===== src/rtl/addshf_pkg.sv =====
`timescale 1ns/1ps
package addshf_pkg;
  typedef enum logic {
    DIR_LEFT  = 1'b0,
    DIR_RIGHT = 1'b1
  } shift_dir_e;

  localparam int DEF_DATA_W = 4;
endpackage


===== src/rtl/addshf_adder.sv =====
`timescale 1ns/1ps
module addshf_adder #(
  parameter int W = 4
) (
  input  logic [W-1:0] a,
  input  logic [W-1:0] b,
  output logic [W-1:0] sum,
  output logic         cout
);
  logic [W:0] chain;

  assign chain[0] = 1'b0;

  for (genvar i = 0; i < W; i++) begin : g_fa
    logic p;
    logic g;
    assign p          = a[i] ^ b[i];
    assign g          = a[i] & b[i];
    assign sum[i]     = p ^ chain[i];
    assign chain[i+1] = g | (p & chain[i]);
  end

  assign cout = chain[W];

  always_comb begin : chk
    // the ripple chain must agree with integer addition
    p_add_matches_r1: assert ({cout, sum} == ({1'b0, a} + {1'b0, b}));
  end
endmodule


===== src/rtl/addshf_mux.sv =====
`timescale 1ns/1ps
module addshf_mux #(
  parameter int SEL_W = 2,
  localparam int N    = 1 << SEL_W
) (
  input  logic [N-1:0]     data,
  input  logic [SEL_W-1:0] sel,
  input  logic             en,
  output logic             y
);
  always_comb begin
    if (en) y = data[sel];
    else    y = 1'b0;
  end
endmodule


===== src/rtl/addshf_shifter.sv =====
`timescale 1ns/1ps
module addshf_shifter
  import addshf_pkg::*;
#(
  parameter int         W     = 4,
  parameter int         CNT_W = 2,
  parameter shift_dir_e DIR   = DIR_LEFT,
  localparam int        TAPS  = 1 << CNT_W
) (
  input  logic [W-1:0]     din,
  input  logic [CNT_W-1:0] cnt,
  input  logic             en,
  output logic [W-1:0]     dout
);
  for (genvar i = 0; i < W; i++) begin : g_bit
    logic [TAPS-1:0] taps;
    for (genvar k = 0; k < TAPS; k++) begin : g_tap
      if (DIR == DIR_LEFT) begin : g_l
        if (i >= k) begin : g_src
          assign taps[k] = din[i-k];
        end else begin : g_zero
          assign taps[k] = 1'b0;
        end
      end else begin : g_r
        if (i + k < W) begin : g_src
          assign taps[k] = din[i+k];
        end else begin : g_zero
          assign taps[k] = 1'b0;
        end
      end
    end
    addshf_mux #(.SEL_W(CNT_W)) u_mux (
      .data (taps),
      .sel  (cnt),
      .en   (en),
      .y    (dout[i])
    );
  end

  always_comb begin : chk_common
    if (!en) begin
      // on the left instance, R6 on the right instance
      p_disabled_zero_r5: assert (dout == '0);
    end
    if (en && cnt == '0) begin
      p_zero_count_pass_r9: assert (dout == din);
    end
  end

  if (DIR == DIR_LEFT) begin : g_chk_l
    always_comb begin
      if (en) begin
        p_left_shift_r3: assert (dout == W'(din << cnt));
      end
    end
    if (TAPS == W) begin : g_edge
      always_comb begin
        if (en && cnt == CNT_W'(TAPS - 1)) begin
          p_left_edge_r8: assert (dout == {din[0], {(W-1){1'b0}}});
        end
      end
    end
  end else begin : g_chk_r
    always_comb begin
      if (en) begin
        p_right_shift_r4: assert (dout == (din >> cnt));
      end
    end
    if (TAPS == W) begin : g_edge
      always_comb begin
        if (en && cnt == CNT_W'(TAPS - 1)) begin
          p_right_edge_r8: assert (dout == {{(W-1){1'b0}}, din[W-1]});
        end
      end
    end
  end
endmodule


===== src/rtl/addshf_top.sv =====
`timescale 1ns/1ps
module addshf_top
  import addshf_pkg::*;
#(
  parameter int  DATA_W = DEF_DATA_W,
  localparam int CNT_W  = $clog2(DATA_W)
) (
  input  logic [DATA_W-1:0] op_a,
  input  logic [DATA_W-1:0] op_b,
  input  logic [CNT_W-1:0]  shamt,
  input  logic              left_en,
  input  logic              right_en,
  output logic [DATA_W-1:0] left_out,
  output logic [DATA_W-1:0] right_out,
  output logic              carry_out
);
  logic [DATA_W-1:0] sum;

  addshf_adder #(.W(DATA_W)) u_adder (
    .a    (op_a),
    .b    (op_b),
    .sum  (sum),
    .cout (carry_out)
  );

  addshf_shifter #(.W(DATA_W), .CNT_W(CNT_W), .DIR(DIR_LEFT)) u_shl (
    .din  (sum),
    .cnt  (shamt),
    .en   (left_en),
    .dout (left_out)
  );

  addshf_shifter #(.W(DATA_W), .CNT_W(CNT_W), .DIR(DIR_RIGHT)) u_shr (
    .din  (sum),
    .cnt  (shamt),
    .en   (right_en),
    .dout (right_out)
  );

  always_comb begin : chk
    // one bus enabled, the other disabled, must not leak into each other
    if (left_en && !right_en) begin
      p_independent_r7: assert (right_out == '0);
    end
  end
endmodule


===== config.mk =====
export PLATFORM = sky130hd
export DESIGN_NAME = addshf_top
export DESIGN_NICKNAME = d
export VERILOG_FILES = /design/src/rtl/addshf_pkg.sv /design/src/rtl/addshf_adder.sv /design/src/rtl/addshf_mux.sv /design/src/rtl/addshf_shifter.sv /design/src/rtl/addshf_top.sv
export SDC_FILE = /design/constraint.sdc
export NUM_CORES = 1
export LEC_CHECK = 0
export BUFFER_PORTS_ARGS = -buffer_cell sky130_fd_sc_hd__buf_2
export CAP_MARGIN = 20
export CORE_AREA = 3 3 40 42
export DETAILED_ROUTE_END_ITERATION = 10
export DIE_AREA = 0 0 43 45
export SETUP_SLACK_MARGIN = 0.3
export SLEW_MARGIN = 20
export SYNTH_ARGS = -nofsm -noshare
export SYNTH_HDL_FRONTEND = slang
export SYNTH_HIERARCHICAL = 1
export SYNTH_SLANG_ARGS = --single-unit
export TNS_END_PERCENT = 30

===== constraint.sdc =====
create_clock -name vclk -period 3.6
set_clock_uncertainty 0.2 [all_clocks]
set_input_delay 0.54 -clock vclk [all_inputs]
set_output_delay 0.54 -clock vclk [all_outputs]
set_load 0.01 [all_outputs]

==> impl_metrics.prom, run 1 <==
# TYPE chip_impl_metric gauge
chip_impl_info{name="run_status",value="complete, no violations"} 1
chip_impl_info{name="hold_start",value="left_en"} 1
chip_impl_info{name="worst-setup-path-type",value="input port to output pin"} 1
chip_impl_metric{name="detailedRoute.firstPassIterationCount",unit=""} 3
chip_impl_metric{name="layout.area.seq",unit="sq um"} 0
chip_impl_metric{name="yosys.cell_types.count",unit=""} 7
chip_impl_info{name="end_kind",value="output pin"} 1
chip_impl_metric{name="min_delay_path_depth",unit=""} 3
chip_impl_metric{name="power_per_cell_area",unit="nW/um^2"} 160
chip_impl_metric{name="synth_largest_type_area_fraction",unit="%"} 53.5
chip_impl_info{name="worstHoldPathType",value="input port to output pin"} 1
chip_impl_metric{name="design.portCount",unit=""} 21
chip_impl_info{name="critical_path.slowest_cell",value="fa_1"} 1
chip_impl_metric{name="drc",unit=""} 0
chip_impl_metric{name="global_route_wire_length_before_repair",unit="mm"} 1.07
chip_impl_metric{name="tns",unit="ns"} 0
chip_impl_metric{name="route.antenna.remaining_nets",unit=""} 0
chip_impl_metric{name="drt-vias-per-instance",unit=""} 4.03
chip_impl_metric{name="layout-drive-gt1-share",unit="%"} 58.6
chip_impl_metric{name="netlist_area",unit="sq um"} 337
chip_impl_metric{name="crit_arrival",unit="ns"} 2.47
chip_impl_metric{name="count_of_port_buffers_added_during_placement",unit=""} 21
chip_impl_metric{name="synthesis.yosys.warnings",unit=""} 6
chip_impl_metric{name="worst_ir_drop_vdd",unit="V"} 0.0000639
chip_impl_metric{name="overall_routed_net_length",unit="microns"} 611
chip_impl_info{name="worstSetupStartpoint",value="op_b[0]"} 1
chip_impl_metric{name="gp_routability_congestion",unit=""} 0.666
chip_impl_metric{name="syn_to_final_growth",unit="%"} 54.6
chip_impl_info{name="startpoint_type",value="input port"} 1
chip_impl_metric{name="timing.final.crit_period",unit="ns"} 3.21
chip_impl_metric{name="die_x",unit="microns"} 43
chip_impl_metric{name="worst_ep_required_time",unit="ns"} 2.86
chip_impl_metric{name="critical_path_peak_fanout",unit=""} 5
chip_impl_metric{name="cts_setup_buffers",unit=""} 0
chip_impl_info{name="synth.cells.most_frequent",value="and2_1, mux4_2, inv_1, fa_1, conb_1"} 1
chip_impl_metric{name="slowest_delay",unit="ns"} 0.41
chip_impl_metric{name="grt_start_max_net_pins",unit=""} 9
chip_impl_metric{name="maxSlewViolCount",unit=""} 0
chip_impl_metric{name="die_area",unit="sq um"} 1940
chip_impl_metric{name="effective_utilization_at_floorplan",unit="%"} 26.2
chip_impl_metric{name="synthesis.instances",unit=""} 28
chip_impl_metric{name="dpl.hpwl",unit="microns"} 554
chip_impl_metric{name="detailedRoute.firstIterationViolations",unit=""} 3
chip_impl_metric{name="timing_hold_violations_final",unit=""} 0
chip_impl_metric{name="postSynthAreaPerCell",unit="sq um"} 12.0
chip_impl_metric{name="seq_cell_count",unit=""} 0
chip_impl_metric{name="nets",unit=""} 76
chip_impl_metric{name="design.core.area",unit="sq um"} 1280
chip_impl_metric{name="dieHeight",unit="microns"} 45
chip_impl_metric{name="vias",unit=""} 294
chip_impl_metric{name="layout.core_utilization",unit="%"} 40.5
chip_impl_metric{name="post_route_fraction_of_the_period_consumed_by_the_critical_path",unit="%"} 89.2
chip_impl_info{name="worstPathCellList",value="buf_6 -> ha_4 -> fa_2 -> fa_2 -> inv_2 -> fa_1 -> inv_2 -> mux4_2 -> and2_1 -> buf_2"} 1
chip_impl_metric{name="globalRouteTotalUtil",unit="%"} 6.76
chip_impl_metric{name="timing.max_cap.violations",unit=""} 0
chip_impl_metric{name="antenna_found_initial",unit=""} 0
chip_impl_metric{name="setup-violations-final",unit=""} 0
chip_impl_metric{name="clock_buffer_count",unit=""} 0
chip_impl_metric{name="mean_routed_wirelength_per_cell",unit="microns"} 8.37
chip_impl_metric{name="diodes",unit=""} 0
chip_impl_metric{name="holdBufCountCts",unit=""} 0
chip_impl_metric{name="ys_seq_area_share",unit="%"} 0
chip_impl_metric{name="rows",unit=""} 13
chip_impl_info{name="grt_setup_unrepaired",value="false"} 1
chip_impl_info{name="post_synth_top_area_cell",value="mux4_2"} 1
chip_impl_metric{name="fmax",unit="MHz"} 311
chip_impl_metric{name="power.static_leakage",unit="uW"} 0.000258
chip_impl_metric{name="grt_pass1_vias",unit=""} 263
chip_impl_metric{name="globalRouteOverflowTotal",unit=""} 0
chip_impl_info{name="post_synth_main_area_contributors",value="mux4_2, fa_1, and2_1"} 1
[routing by layer]
layer,share of wire [%],track usage [%],vias up
li1,-,-,149
met1,40,9.30,130
met2,48,12.6,15
met3,12,0.398,0
met4,0,0,0
met5,0,0,-
[report_power, final]
part | switching, uW | leakage, uW | internal (uW)
clock network | 0 | 0 | 0
logic | 33.7 | 0.000258 | 49.8
registers | 0 | 0 | 0
total | 33.7 | 0.000258 | 49.8
[worst max-delay path: cells and delay by family]
family                     cells  cell delay [ns]
muxes                          1             0.23
adders and majority gates      4             1.22
buffers and inverters          4             0.38
and+or+nand+nor                1             0.11
[per-stage QoR]
stage / power [uW] / cells / setup WS, ns / hold slack (ns) / area [sq um]
2_1_floorplan: 53.4 / 38 / 0.466 / 1.02 / 374
5_1_grt: 93.3 / 73 / 0.300 / 1.23 / 520
3_3_place_gp: 78.1 / 73 / 0.201 / 1.20 / 490
3_5_place_dp: 79.5 / 73 / 0.172 / 1.20 / 490
4_1_cts: 85.6 / 73 / 0.303 / 1.20 / 520
6_report: 83.5 / 73 / 0.388 / 1.20 / 520
[cells in the final DEF (no fill, tap or decap)]
master	n
buf_2	19
ha_4	1
conb_1	12
fa_1	1
fa_2	2
inv_2	2
buf_6	2
and2_1	8
inv_1	3
mux4_2	8
[kinds of logic after synthesis]
| family | after synthesis | synth area share, % |
|---|---|---|
| adder cells (fa/ha/maj) | 4 | 21.6 |
| other | 2 | 2.23 |
| buffers and inverters | 6 | 7.81 |
| AND/OR/NAND/NOR | 8 | 14.9 |
| multiplexers | 8 | 53.5 |
[what timing repair did]
action	4_1_cts	5_1_grt
cloned	0	0
pin swaps	5	4
setup endpoints to repair	5	5
resized for setup	8	0
[worst paths after layout]
check / endpoint / slack (ns)
max: right_out[2] / 0.39
min: left_out[3] / 1.20
[final cells by class]
cell class,count,area (sq um)
Tap cell,15,18.8
Inverter,5,18.8
Fill cell,133,764
Multi-Input combinational cell,32,365
Timing Repair Buffer,21,118
No activity file was read; power rests on OpenSTA's default activity.
==> run 2, diff against run 1 <==
- PLACE_DENSITY: default -> 0.57
==> run 2 against run 1 <==
Net effect:
- global-route usage down 0.83 points
- critical path depth unchanged
- core utilization is the same
- wire length is 0.98% higher
- first-iteration DRC count down 100%
- worst hold slack got worse by 0.0036 ns
- final cell count did not move
- combinational power about the same
- via count increased by 0.68%
==> impl_metrics.prom, run 2 (synthesis results as in run 1) <==
# TYPE chip_impl_metric gauge
chip_impl_metric{name="design.core.area",unit="sq um"} 1280
chip_impl_info{name="run_status",value="complete, no violations"} 1
chip_impl_metric{name="post_route_fraction_of_the_period_consumed_by_the_critical_path",unit="%"} 89.8
chip_impl_metric{name="gp_routability_congestion",unit=""} 0.641
chip_impl_metric{name="power.static_leakage",unit="uW"} 0.000258
chip_impl_metric{name="grt_start_max_net_pins",unit=""} 9
chip_impl_info{name="worst-setup-path-type",value="input port to output pin"} 1
chip_impl_metric{name="count_of_port_buffers_added_during_placement",unit=""} 21
chip_impl_metric{name="worst_ir_drop_vdd",unit="V"} 0.0000610
chip_impl_metric{name="rows",unit=""} 13
chip_impl_metric{name="mean_routed_wirelength_per_cell",unit="microns"} 8.45
chip_impl_metric{name="finalWorstSetupSlack",unit="ns"} 0.366
chip_impl_metric{name="power_per_cell_area",unit="nW/um^2"} 161
chip_impl_metric{name="pre_cts_ws",unit="ns"} 0.205
chip_impl_metric{name="critical_path_peak_fanout",unit=""} 5
chip_impl_metric{name="overall_routed_net_length",unit="microns"} 617
chip_impl_metric{name="design.portCount",unit=""} 21
chip_impl_metric{name="antenna_found_initial",unit=""} 0
chip_impl_metric{name="maxSlewViolCount",unit=""} 0
chip_impl_metric{name="effective_utilization_at_floorplan",unit="%"} 26.2
chip_impl_metric{name="nets",unit=""} 76
chip_impl_info{name="worstHoldPathType",value="input port to output pin"} 1
chip_impl_metric{name="dieHeight",unit="microns"} 45
chip_impl_info{name="endpoint_of_the_most_critical_setup_path",value="right_out[2]"} 1
chip_impl_info{name="worstSetupStartpoint",value="op_a[0]"} 1
chip_impl_metric{name="route.antenna.remaining_nets",unit=""} 0
chip_impl_metric{name="die_x",unit="microns"} 43
chip_impl_metric{name="holdBufCountCts",unit=""} 0
chip_impl_metric{name="layout.core_utilization",unit="%"} 40.5
chip_impl_info{name="startpoint_type",value="input port"} 1
chip_impl_metric{name="diodes",unit=""} 0
chip_impl_metric{name="worst_ep_required_time",unit="ns"} 2.86
chip_impl_metric{name="globalRouteTotalUtil",unit="%"} 5.92
chip_impl_info{name="end_kind",value="output pin"} 1
chip_impl_metric{name="vias",unit=""} 296
chip_impl_info{name="mostFrequentLayoutCell",value="buf_2"} 1
chip_impl_metric{name="syn_to_final_growth",unit="%"} 54.6
chip_impl_metric{name="grt_pass1_vias",unit=""} 209
chip_impl_metric{name="global_route_wire_length_before_repair",unit="microns"} 938
chip_impl_metric{name="timing_hold_violations_final",unit=""} 0
chip_impl_metric{name="detailedRoute.firstPassIterationCount",unit=""} 1
chip_impl_metric{name="clock_buffer_count",unit=""} 0
chip_impl_metric{name="drc",unit=""} 0
chip_impl_metric{name="globalRouteOverflowTotal",unit=""} 0
chip_impl_metric{name="layout-drive-gt1-share",unit="%"} 58.6
chip_impl_metric{name="timing.final.crit_period",unit="ns"} 3.23
chip_impl_metric{name="drt-vias-per-instance",unit=""} 4.05
chip_impl_info{name="grt_setup_unrepaired",value="true"} 1
chip_impl_metric{name="die_area",unit="sq um"} 1940
chip_impl_info{name="mostFrequentLayoutCells",value="buf_2, conb_1, mux4_2, and2_1, inv_1"} 1
chip_impl_metric{name="cts_setup_buffers",unit=""} 0
chip_impl_metric{name="fmax",unit="MHz"} 309
chip_impl_metric{name="detailedRoute.firstIterationViolations",unit=""} 0
chip_impl_metric{name="crit_arrival",unit="ns"} 2.49
chip_impl_metric{name="layout.area.seq",unit="sq um"} 0
chip_impl_metric{name="tns",unit="ns"} 0
chip_impl_metric{name="timing.max_cap.violations",unit=""} 0
chip_impl_metric{name="seq_cell_count",unit=""} 0
chip_impl_metric{name="setup-violations-final",unit=""} 0
## run 2: worst min-delay path by stage
stage	start	end	slack, ns	cells past startpoint
floorplan	left_en	left_out[0]	1.02	1
global placement	left_en	left_out[0]	1.20	3
detailed placement	left_en	left_out[1]	1.20	3
CTS	left_en	left_out[1]	1.20	3
global route	left_en	left_out[0]	1.22	3
finish	left_en	left_out[2]	1.19	3
## run 2: final cells by class
cell class | count | area [sq um]
fill | 130 | 764
inverter | 5 | 18.8
multi-input combinational | 32 | 365
tap | 15 | 18.8
timing repair buffer | 21 | 118
## run 2: routing by layer
layer / track usage (%) / up-vias / wire [microns]
met5: 0 / - / 0
met4: 0 / 0 / 0
met3: 0 / 0 / 55
met2: 9.58 / 12 / 332
met1: 9.60 / 135 / 228
li1: - / 149 / -
## run 2: through the flow
| step | hold slack [ns] | cells | total power (uW) | area, sq um |
|---|---|---|---|---|
| global route | 1.22 | 73 | 92.1 | 520 |
| finish | 1.19 | 73 | 83.6 | 520 |
| detailed placement | 1.20 | 73 | 78.5 | 490 |
| floorplan | 1.02 | 38 | 53.4 | 374 |
| global placement | 1.20 | 73 | 78.1 | 490 |
| CTS | 1.20 | 73 | 81.5 | 498 |
## run 2: what timing repair did
action	in CTS	in global routing
pin swaps	2	4
gates resized for setup	5	3
endpoints found under the hold margin	0	0
setup endpoints to repair	5	5
## run 2: where the power goes
| group | switching [uW] | leakage, uW | total, uW | internal [uW] |
|---|---|---|---|---|
| combinational | 33.7 | 0.000258 | 83.6 | 49.9 |
| clock | 0 | 0 | 0 | 0 |
| sequential | 0 | 0 | 0 | 0 |
## run 2: critical path, stage by stage
cell and delay [ns]:
buf_6 0.10, ha_4 0.14, fa_2 0.34, fa_2 0.36, inv_2 0.06, fa_1 0.41, inv_2 0.10, mux4_2 0.23
and2_1 0.11, buf_2 0.12
==> run 3, diff against run 2 <==
- RECOVER_POWER: default -> 100
==> run 3 against run 2 <==
Net effect:
- final cell count did not move
- die area did not move
- wire length rose by 0.16%
- largest power group unchanged
- final area fell by 1.7%
- largest cell class unchanged
- highest routed layer unchanged
- total power fell by 2.4%
==> impl_metrics.prom, run 3 (synthesis results as in run 1) <==
# TYPE chip_impl_metric gauge
chip_impl_metric{name="nets",unit=""} 76
chip_impl_info{name="mostFrequentLayoutCells",value="buf_2, conb_1, mux4_2, and2_1"} 1
chip_impl_metric{name="die_x",unit="microns"} 43
chip_impl_metric{name="overall_routed_net_length",unit="microns"} 618
chip_impl_metric{name="clock_buffer_count",unit=""} 0
chip_impl_metric{name="power_per_cell_area",unit="nW/um^2"} 159
chip_impl_info{name="critical_path.slowest_cell",value="fa_1"} 1
chip_impl_metric{name="globalRouteOverflowTotal",unit=""} 0
chip_impl_metric{name="design.core.area",unit="sq um"} 1280
chip_impl_info{name="mostFrequentLayoutCell",value="buf_2"} 1
chip_impl_metric{name="dieHeight",unit="microns"} 45
chip_impl_metric{name="cts_setup_buffers",unit=""} 0
chip_impl_metric{name="slowest_delay",unit="ns"} 0.41
chip_impl_metric{name="n_fill_cell",unit=""} 130
chip_impl_info{name="end_kind",value="output pin"} 1
chip_impl_metric{name="die_area",unit="sq um"} 1940
chip_impl_metric{name="timing_hold_violations_final",unit=""} 0
chip_impl_metric{name="critical_path_peak_fanout",unit=""} 5
chip_impl_metric{name="layout-drive-gt1-share",unit="%"} 50.0
chip_impl_metric{name="rows",unit=""} 13
chip_impl_metric{name="relSlewSlack",unit="%"} 61.3
chip_impl_metric{name="mean_routed_wirelength_per_cell",unit="microns"} 8.47
chip_impl_metric{name="grt_pass1_vias",unit=""} 209
chip_impl_metric{name="grt_start_max_net_pins",unit=""} 9
chip_impl_metric{name="route.antenna.remaining_nets",unit=""} 0
chip_impl_metric{name="detailedRoute.firstIterationViolations",unit=""} 0
chip_impl_metric{name="diodes",unit=""} 0
chip_impl_metric{name="timing.final.crit_period",unit="ns"} 3.36
chip_impl_metric{name="maxSlewViolCount",unit=""} 0
chip_impl_metric{name="power.static_leakage",unit="uW"} 0.000250
chip_impl_metric{name="antenna_found_initial",unit=""} 0
chip_impl_info{name="grt_setup_unrepaired",value="true"} 1
chip_impl_metric{name="seq_cell_count",unit=""} 0
chip_impl_metric{name="vias",unit=""} 296
chip_impl_metric{name="drc",unit=""} 0
chip_impl_metric{name="gp_routability_congestion",unit=""} 0.641
chip_impl_metric{name="tns",unit="ns"} 0
chip_impl_metric{name="global_route_wire_length_before_repair",unit="microns"} 938
chip_impl_metric{name="holdBufCountCts",unit=""} 0
chip_impl_metric{name="count_of_port_buffers_added_during_placement",unit=""} 21
chip_impl_metric{name="post_route_fraction_of_the_period_consumed_by_the_critical_path",unit="%"} 93.2
chip_impl_metric{name="fmax",unit="MHz"} 298
chip_impl_metric{name="effective_utilization_at_floorplan",unit="%"} 26.2
chip_impl_metric{name="layout.core_utilization",unit="%"} 39.8
chip_impl_info{name="crit_family",value="adder cells"} 1
chip_impl_metric{name="worst_ir_drop_vdd",unit="V"} 0.0000608
chip_impl_info{name="run_status",value="complete, no violations"} 1
chip_impl_info{name="startpoint_type",value="input port"} 1
chip_impl_metric{name="detailedRoute.firstPassIterationCount",unit=""} 1
chip_impl_info{name="worstHoldPathType",value="input port to output pin"} 1
chip_impl_metric{name="globalRouteTotalUtil",unit="%"} 5.92
chip_impl_metric{name="worst_ep_required_time",unit="ns"} 2.86
chip_impl_info{name="worstPathCellList",value="buf_6 -> ha_4 -> fa_1 -> fa_1 -> inv_2 -> fa_1 -> inv_2 -> mux4_2 -> and2_1 -> clkbuf_1"} 1
chip_impl_info{name="worst-setup-path-type",value="input port to output pin"} 1
chip_impl_info{name="path_common_cell",value="fa_1"} 1
chip_impl_metric{name="worst-slew-pin-transition",unit="ns"} 0.580
chip_impl_metric{name="crit_arrival",unit="ns"} 2.62
chip_impl_metric{name="drt-vias-per-instance",unit=""} 4.05
chip_impl_metric{name="timing.max_cap.violations",unit=""} 0
chip_impl_metric{name="layout.area.seq",unit="sq um"} 0
chip_impl_metric{name="design.portCount",unit=""} 21
chip_impl_metric{name="critPathBufInv",unit=""} 4
chip_impl_metric{name="syn_to_final_growth",unit="%"} 52.0
chip_impl_metric{name="setup-violations-final",unit=""} 0
## run 3: changes by cell type in the layout (fill, tap and decap cells not counted)
cell      previous run  this run
fa_1                 1         3
fa_2                 2         0
buf_2               19        16
clkbuf_1             0         3
## run 3: worst paths after layout
| kind | start | to | slack, ns | depth (start not counted) |
|---|---|---|---|---|
| max | op_a[0] | right_out[0] | 0.24 | 10 |
| min | left_en | left_out[2] | 1.19 | 3 |
## run 3: final cells by class
cell class	count	area, sq um	share of cell area, %
inverters	5	18.8	3.67
repair buffers	21	114	22.2
well taps	15	18.8	3.67
multi-input cells	32	360	70.4
## run 3: timing repair
action | in CTS | in global routing
gates cloned | 0 | 0
pin swaps | 2 | 4
resized for setup | 5 | 3
setup endpoints to repair | 5 | 5
## run 3: layer usage
| metal | part of all wire, % | routed length, microns | GRT usage (%) | up-vias |
|---|---|---|---|---|
| met4 | 0 | 0 | 0 | 0 |
| met2 | 54 | 331 | 9.58 | 12 |
| met1 | 37 | 229 | 9.60 | 135 |
| met5 | 0 | 0 | 0 | - |
| li1 | - | - | - | 149 |
| met3 | 9.2 | 57 | 0 | 0 |
## run 3: power by group
part	internal (uW)	switching [uW]	total, uW
clock	0	0	0
sequential	0	0	0
combinational	47.9	33.6	81.6
total	47.9	33.6	81.6
## run 3: metrics by stage
step	cell area (sq um)	power [uW]	hold slack (ns)	worst slack [ns]	std cells
floorplan	374	53.4	1.02	0.466	38
global placement	490	78.1	1.20	0.205	73
detailed placement	490	78.5	1.20	0.205	73
CTS	498	81.5	1.20	0.307	73
global route	512	89.8	1.22	0.145	73
finish	512	81.6	1.19	0.245	73
